==> config.mk <==
export PLATFORM = sky130hd
export DESIGN_NAME = uart_regs_top
export DESIGN_NICKNAME = d
export VERILOG_FILES = /design/src/rtl/uart_regs_pkg.sv /design/src/rtl/uart_regs_ctrl.sv /design/src/rtl/uart_regs_dp.sv /design/src/rtl/uart_regs_top.sv
export SDC_FILE = /design/constraint.sdc
export NUM_CORES = 1
export LEC_CHECK = 0
export BUFFER_PORTS_ARGS = -buffer_cell sky130_fd_sc_hd__buf_2
export CAP_MARGIN = 20
export CORE_MARGIN = 2
export CORE_UTILIZATION = 45
export CTS_CLUSTER_SIZE = 10
export DETAILED_ROUTE_END_ITERATION = 12
export PLACE_DENSITY = 0.91
export SETUP_SLACK_MARGIN = 0.15
export SYNTH_ARGS = -nofsm -noshare
export SYNTH_HDL_FRONTEND = slang
export SYNTH_SLANG_ARGS = --single-unit
==> constraint.sdc <==
create_clock -name clk -period 2.3 [get_ports clk]
set_input_delay 0.46 -clock clk [delete_from_list [all_inputs] [get_ports clk]]
set_output_delay 0.46 -clock clk [all_outputs]
set_load 0.01 [all_outputs]
==> src/rtl/uart_regs_pkg.sv <==
package uart_regs_pkg;
  localparam int DATA_W     = 32;
  localparam int ADDR_W     = 32;
  localparam int WIN_LSB    = 8;
  localparam int WORD_IDX_W = WIN_LSB - 2;
  localparam int NUM_REGS   = 5;
  localparam int LANES      = DATA_W / 8;

  localparam logic [WORD_IDX_W-1:0] IDX_FREQ = 'd0;
  localparam logic [WORD_IDX_W-1:0] IDX_RX   = 'd1;
  localparam logic [WORD_IDX_W-1:0] IDX_TX   = 'd2;
  localparam logic [WORD_IDX_W-1:0] IDX_IE   = 'd3;
  localparam logic [WORD_IDX_W-1:0] IDX_GO   = 'd4;

  typedef struct packed {
    logic                  accept;
    logic                  write;
    logic                  aligned;
    logic [WORD_IDX_W-1:0] word;
  } regStrobe_t;
endpackage

==> src/rtl/uart_regs_ctrl.sv <==
module uart_regs_ctrl
  import uart_regs_pkg::*;
#(
  parameter logic [ADDR_W-WIN_LSB-1:0] BASE_HI = 24'h300000
)(
  input  logic              clk,
  input  logic              rstN,
  input  logic              wbCyc,
  input  logic              wbStb,
  input  logic              wbWe,
  input  logic [ADDR_W-1:0] wbAdr,
  output regStrobe_t        strobe,
  output logic              wbAck
);
  logic inWindow;
  logic ackQ;

  assign inWindow = (wbAdr[ADDR_W-1:WIN_LSB] == BASE_HI);

  always_comb begin
    strobe.accept  = wbCyc && wbStb && inWindow && !ackQ;
    strobe.write   = wbWe;
    strobe.aligned = (wbAdr[1:0] == 2'b00);
    strobe.word    = wbAdr[WIN_LSB-1:2];
  end

  always_ff @(posedge clk) begin
    if (!rstN) ackQ <= 1'b0;
    else       ackQ <= strobe.accept;
  end

  assign wbAck = ackQ;

  // an acknowledge only follows a presented strobe
  a_r6_ack_follows_strobe: assert property (@(posedge clk) disable iff (!rstN)
    $rose(wbAck) |-> $past(wbCyc && wbStb));

  // strobes outside the window are never answered
  a_r7_no_ack_outside: assert property (@(posedge clk) disable iff (!rstN)
    (wbCyc && wbStb && (wbAdr[ADDR_W-1:WIN_LSB] != BASE_HI)) |=> !wbAck);
endmodule

==> src/rtl/uart_regs_dp.sv <==
module uart_regs_dp
  import uart_regs_pkg::*;
#(
  parameter logic [DATA_W-1:0] FREQ_RESET = 32'd1000000
)(
  input  logic              clk,
  input  logic              rstN,
  input  regStrobe_t        strobe,
  input  logic [DATA_W-1:0] wbDatIn,
  input  logic [LANES-1:0]  wbSel,
  input  logic [7:0]        rxByte,
  input  logic              txDoneClr,
  output logic [DATA_W-1:0] wbDatOut,
  output logic [DATA_W-1:0] freqWord,
  output logic [7:0]        txByte,
  output logic              irqEnable,
  output logic              txGo,
  output logic              rxReadPulse
);
  logic              mapped;
  logic              wrHit;
  logic              rdHit;
  logic [DATA_W-1:0] freqReg;
  logic [7:0]        txReg;
  logic              ieReg;
  logic              goReg;
  logic [DATA_W-1:0] readMux;
  logic [DATA_W-1:0] rdQ;
  logic              pulseQ;

  assign mapped = strobe.aligned && (strobe.word < WORD_IDX_W'(NUM_REGS));
  assign wrHit  = strobe.accept && strobe.write && mapped;
  assign rdHit  = strobe.accept && !strobe.write && mapped;

  for (genvar lane = 0; lane < LANES; lane++) begin : gFreqLane
    always_ff @(posedge clk) begin
      if (!rstN)
        freqReg[lane*8 +: 8] <= FREQ_RESET[lane*8 +: 8];
      else if (wrHit && strobe.word == IDX_FREQ && wbSel[lane])
        freqReg[lane*8 +: 8] <= wbDatIn[lane*8 +: 8];
    end
  end

  always_ff @(posedge clk) begin
    if (!rstN) begin
      txReg <= 8'd0;
      ieReg <= 1'b1;
      goReg <= 1'b0;
    end else begin
      if (wrHit && strobe.word == IDX_TX && wbSel[0]) txReg <= wbDatIn[7:0];
      if (wrHit && strobe.word == IDX_IE && wbSel[0]) ieReg <= wbDatIn[0];
      if (txDoneClr)
        goReg <= 1'b0;
      else if (wrHit && strobe.word == IDX_GO && wbSel[0] && wbDatIn[0])
        goReg <= 1'b1;
    end
  end

  always_comb begin
    readMux = '0;
    if (mapped) begin
      case (strobe.word)
        IDX_FREQ: readMux = freqReg;
        IDX_RX:   readMux[7:0] = rxByte;
        IDX_TX:   readMux[7:0] = txReg;
        IDX_IE:   readMux[0] = ieReg;
        IDX_GO:   readMux[0] = goReg;
        default:  readMux = '0;
      endcase
    end
  end

  always_ff @(posedge clk) begin
    if (!rstN) begin
      rdQ    <= '0;
      pulseQ <= 1'b0;
    end else begin
      rdQ    <= (strobe.accept && !strobe.write) ? readMux : '0;
      pulseQ <= rdHit && (strobe.word == IDX_RX);
    end
  end

  assign wbDatOut    = rdQ;
  assign rxReadPulse = pulseQ;
  assign freqWord    = freqReg;
  assign txByte      = txReg;
  assign irqEnable   = ieReg;
  assign txGo        = goReg;

  // hardware clear dominates any same-cycle set
  a_r4_clear_wins: assert property (@(posedge clk) disable iff (!rstN)
    txDoneClr |=> !txGo);

  // the frequency word moves only on an accepted write
  a_r2_freq_hold: assert property (@(posedge clk) disable iff (!rstN)
    !(strobe.accept && strobe.write) |=> $stable(freqWord));

  // the pulse never lasts two cycles
  a_r5_pulse_single: assert property (@(posedge clk) disable iff (!rstN)
    rxReadPulse |=> !rxReadPulse);
endmodule

==> src/rtl/uart_regs_top.sv <==
module uart_regs_top
  import uart_regs_pkg::*;
#(
  parameter logic [ADDR_W-WIN_LSB-1:0] BASE_HI    = 24'h300000,
  parameter logic [DATA_W-1:0]         FREQ_RESET = 32'd1000000
)(
  input  logic              clk,
  input  logic              rstN,
  input  logic              wbCyc,
  input  logic              wbStb,
  input  logic              wbWe,
  input  logic [ADDR_W-1:0] wbAdr,
  input  logic [DATA_W-1:0] wbDatIn,
  input  logic [LANES-1:0]  wbSel,
  output logic              wbAck,
  output logic              wbStall,
  output logic              wbErr,
  output logic              wbRty,
  output logic [DATA_W-1:0] wbDatOut,
  output logic [DATA_W-1:0] freqWord,
  output logic [7:0]        txByte,
  output logic              irqEnable,
  output logic              txGo,
  input  logic [7:0]        rxByte,
  input  logic              txDoneClr,
  output logic              rxReadPulse
);
  regStrobe_t strobe;

  uart_regs_ctrl #(.BASE_HI(BASE_HI)) uCtrl (
    .clk(clk), .rstN(rstN), .wbCyc(wbCyc), .wbStb(wbStb), .wbWe(wbWe),
    .wbAdr(wbAdr), .strobe(strobe), .wbAck(wbAck)
  );

  uart_regs_dp #(.FREQ_RESET(FREQ_RESET)) uDp (
    .clk(clk), .rstN(rstN), .strobe(strobe), .wbDatIn(wbDatIn), .wbSel(wbSel),
    .rxByte(rxByte), .txDoneClr(txDoneClr), .wbDatOut(wbDatOut),
    .freqWord(freqWord), .txByte(txByte), .irqEnable(irqEnable),
    .txGo(txGo), .rxReadPulse(rxReadPulse)
  );

  assign wbStall = 1'b0;
  assign wbErr   = 1'b0;
  assign wbRty   = 1'b0;

  // the receive-read pulse always rides on an acknowledge
  a_r5_pulse_with_ack: assert property (@(posedge clk) disable iff (!rstN)
    rxReadPulse |-> wbAck);
endmodule

# == Yosys cells after proc, flatten, opt, wreduce, memory -nomap -nowiden ==
# Index checks and enable logic that the tools add are counted.
# totals
register_bits,76
output_inout_bits,79
# classes
n_lt_le_gt_ge,1
eq_ne,5
mux,2
bitwise,1
reduce_logical,28
# ops
cell,n
$eq 24x22->1 const B,1
$logic_and 1x1->1,21
$pmux 7 s3,1
$eq 6x2->1 const B,2
$eq 6x1->1 const B,1
$eq 6x3->1 const B,1
$logic_not 6->1,1
$lt 6x3->1 const B,1
$pmux 1 s5,1
$reduce_and 4->1,1
$reduce_and 3->1,1
$logic_not 1->1,2
$logic_not 2->1,1
$reduce_or 2->1,1
$not 1->1,1

# == Logic depth before layout (Yosys ltp) ==
# depth
word_depth,8
ltp_mapped,6
mapped_depth_nobuf,4

# == By module ==
# A second synthesis with hierarchy kept.
# unflattened
hier_cells,311
area_unflattened_um2,3080.5
# modules_own_cells
module,instances,cells_per_inst,area_each_um2,seq_area_each_um2
uart_regs_dp,1,286,2880.3,1501.4
uart_regs_ctrl,1,21,173.9,20.0
uart_regs_top,1,4,26.3,0.0

# == Least setup slack after synthesis ==
# No wires, ideal clock.
# synth_timing
path_type,in2reg
start,in wbAdr[8]
end,"reg uDp.freqReg[0], in the netlist uDp.freqWord[0]"
t_arrival_ns,1.880
required_time_ns,2.228
path_slack_ns,0.349
stages,4
path_cell_list,nor4_4 -> nand4_4 -> nor4_4 -> mux2i_1
# synth_via
elab_chain_len,7
# synth_lines
element,line_no,source
start: declaration,uart_regs_top.sv:12,"input logic [ADDR_W-1:0] wbAdr,"
$eq 24x22->1,uart_regs_ctrl.sv:18,assign inWindow = (wbAdr[ADDR_W-1:WIN_LSB] == BASE_HI);
$logic_and 1x1->1 (2 in a row),uart_regs_ctrl.sv:21,strobe.accept = wbCyc && wbStb && inWindow && !ackQ;
$logic_and 1x1->1 (2 in a row),uart_regs_dp.sv:32,assign wrHit = strobe.accept && strobe.write && mapped;
$logic_and 1x1->1 (2 in a row),uart_regs_dp.sv:39,else if (wrHit && strobe.word == IDX_FREQ && wbSel[lane])
end signal: indexed assignment,uart_regs_dp.sv:38,freqReg[lane*8 +: 8] <= FREQ_RESET[lane*8 +: 8];
end signal: indexed assignment,uart_regs_dp.sv:40,freqReg[lane*8 +: 8] <= wbDatIn[lane*8 +: 8];
end: declaration,uart_regs_dp.sv:23,logic [DATA_W-1:0] freqReg;
# Every way passes these cells.
# A chain may end at the register's enable or synchronous reset.

# == Worst setup path after layout ==
# layout_timing
start,in wbAdr[12]
end,"reg uDp.freqReg[23], in the netlist uDp.freqWord[23]"
# The elaborated chain is that of the path after synthesis.

==> results_dict.tcl <==
set metrics [dict create \
    critPathKind "in -> reg" \
    vias_per_cell 5.02 \
    wl_per_cell_um 14.1 \
    clkLatencyLatePin_ns 0.33 \
    fin_crit_ns 1.75 \
    antenna_found_initial 0 \
    crit_arrival_ns 2.02 \
    drc_errors 0 \
    design.die.area_sq_um 7550 \
    rsz0062_at_grt "false" \
    max-slew-margin-rel_pct 62.8 \
    synth-edff-count 0 \
    num_io_pins 161 \
    synth.top_cells.by_count "76 x dfxtp_1, 61 x nand2_1, 48 x mux2i_1, 27 x nor2_1, 25 x and2_1" \
    hold_viol 0 \
    slowest_stage "nor4_4" \
    hpwl_um 6050 \
    tritoncts "done" \
    initial_utilization_pct 46.0 \
    setup_ws_ns 0.547 \
    cts_inserted_buffers 9 \
    yosys.cell_types.count 28 \
    powerDensity_nw_per_um2 611 \
    n_antenna_cell 0 \
    syn_inst 309 \
    grt_pass1_vias 2786 \
    synth.most_common_cell "dfxtp_1" \
    gp_routability_congestion 0.745 \
    die_x_um 86.9 \
    yosys-top-cells-area "dfxtp_1 49%, mux2i_1 16%, nand2_1 7.4%" \
    synth_top_cell_by_area "dfxtp_1" \
    postCtsSetupRepairBufs 0 \
    place_ws_ns 0.182 \
    ctsHtreeMaxLevel 3 \
    synthFlopType "dfxtp_1" \
    met2_usage_pct 39.9 \
    port_buffers 157 \
    final_antenna_net_count 0 \
    via_count 2811 \
    cts_root_buf "clkbuf_8" \
    whs_ns 0.367 \
    critPathLaunchType "input port" \
    use_met3_pct 5.59 \
    p_leak_nw 2.00 \
    drtIter0Drc 71 \
    ys_seq_area_share_pct 49.2 \
    die_y_um 86.9 \
    final.setup.tns_ns 0 \
    skew_ns 0.00660 \
    cp.required_ns 2.56 \
    cp_max_fo 8 \
    netlist_area_sq_um 3090 \
    ys_warn_count 0 \
    grt_max_degree 60 \
    drive_gt1_share_pct 42.1 \
    setup-violations-final 0 \
    hold_path.class "in -> reg" \
    vdd_drop_max_mv 0.361 \
    path_delay_family "simple AND/OR/NAND/NOR gates" \
    clockBufferDepth 2 \
    synth_seq_cells 76 \
    endpoint_kind "flop" \
    status "finished, final reports clean" \
    cts_sinks 76 \
    drt-pass1-iter-count 4 \
    drt-total-wl_um 7880 \
    synth_top_area_share_pct 49.2 \
    core_area_sq_um 6720 \
    overflow 0 \
    crit_buf_inv 3 \
    grt_pass1_wl_um 12700 \
    cpPeakStageDelay_ns 0.31 \
    maxCapViolations 0 \
    cts_resized 0 \
    finalCritPeriodShare_pct 76.2 \
    syn2layout_area_growth_pct 37.1 \
    busiest_layer "met2" \
    nNetsFinal 558 \
    cp_cell_sequence "buf_2 > nor4_4 > nand4_4 > buf_4 > nor4_4 > buf_4 > mux2i_1" \
    grt_use_total_pct 21.7 \
    fmax_mhz 571 \
    num_rows 30 \
    clk_pin_slew_ns 0.08 \
    slew_viol_final 0 \
    worstMarginPinSlew_ns 0.559 \
    async_flop_share_pct 0 \
    syn_area_per_cell_sq_um 10.0 \
    hold_buffers 0 \
    met1_usage_pct 23.9 \
]
[through the flow]
stage	utilization (%)	total power [mW]	std cells	area, sq um
2_1_floorplan	-	1.42	311	3100
3_3_place_gp	59.9	1.52	545	4020
3_5_place_dp	59.9	1.52	545	4020
4_1_cts	63.1	2.60	560	4240
5_1_grt	63.1	2.68	560	4240
6_report	63.1	2.59	560	4240
[layer usage]
layer	routed length (um)	part of all wire, %
met1	3150	40
met2	4130	52
met3	463	5.9
met4	140	1.8
met5	0	0
[layout by cell type (no fill, tap or decap), types with 3 or more instances in the layout]
| cell type | instances |
|---|---|
| nor2b_1 | 3 |
| dfxtp_1 | 76 |
| buf_4 | 14 |
| mux2i_1 | 48 |
| nand3_1 | 4 |
| clkbuf_8 | 10 |
| nor3_1 | 9 |
| nand4_1 | 5 |
| and2_1 | 25 |
| nand2_1 | 61 |
| nor2_1 | 27 |
| a21oi_1 | 7 |
| conb_1 | 3 |
| nor4_4 | 10 |
| buf_2 | 157 |
[worst paths after layout]
| check | slack (ns) | startpoint | depth (start not counted) | end |
|---|---|---|---|---|
| min reg2reg | 0.47 | uDp.freqWord[26] | 2 | uDp.freqWord[26] |
| max | 0.55 | wbAdr[12] | 7 | uDp.freqWord[23] |
| max reg2reg | 0.58 | uCtrl.wbAck | 6 | uDp.freqWord[23] |
| min | 0.37 | wbDatIn[24] | 3 | uDp.freqWord[24] |
[flip-flops by register name, summed over array words and instances (netlist names)]
signal,cells
uDp.freqWord,32
uDp.wbDatOut,32
uDp.txByte,8
uCtrl.wbAck,1
uDp.irqEnable,1
uDp.rxReadPulse,1
uDp.txGo,1
[power breakdown]
part / switching, mW / total [mW] / internal [mW]
combinational: 0.0933 / 0.174 / 0.0807
clock: 0.462 / 1.10 / 0.636
sequential: 0.000000000363 / 1.31 / 1.31
[kinds of logic after synthesis]
group	Yosys count	share of synthesized area [%]
mux	49	16.3
buf+inv	18	2.59
other cells	1	0.121
flops	76	49.2
simple gates	155	30.1
compound gates	10	1.70
[final cells by class]
cell class | instances | area, sq um
clock buffers | 11 | 141
clock inverters | 4 | 73.8
fillers | 575 | 2480
inverters | 1 | 3.75
multi-input cells | 217 | 1510
flip-flops and latches | 76 | 1520
well taps | 80 | 100
repair buffers | 171 | 891
[worst register-to-register path, cell delays in order, from the launching register on]
cell and delay, ns:
dfxtp_1 0.34, nor4_4 0.18, nand4_4 0.19, buf_4 0.23
nor4_4 0.28, buf_4 0.23, mux2i_1 0.20
No activity file was read; power rests on OpenSTA's default activity.
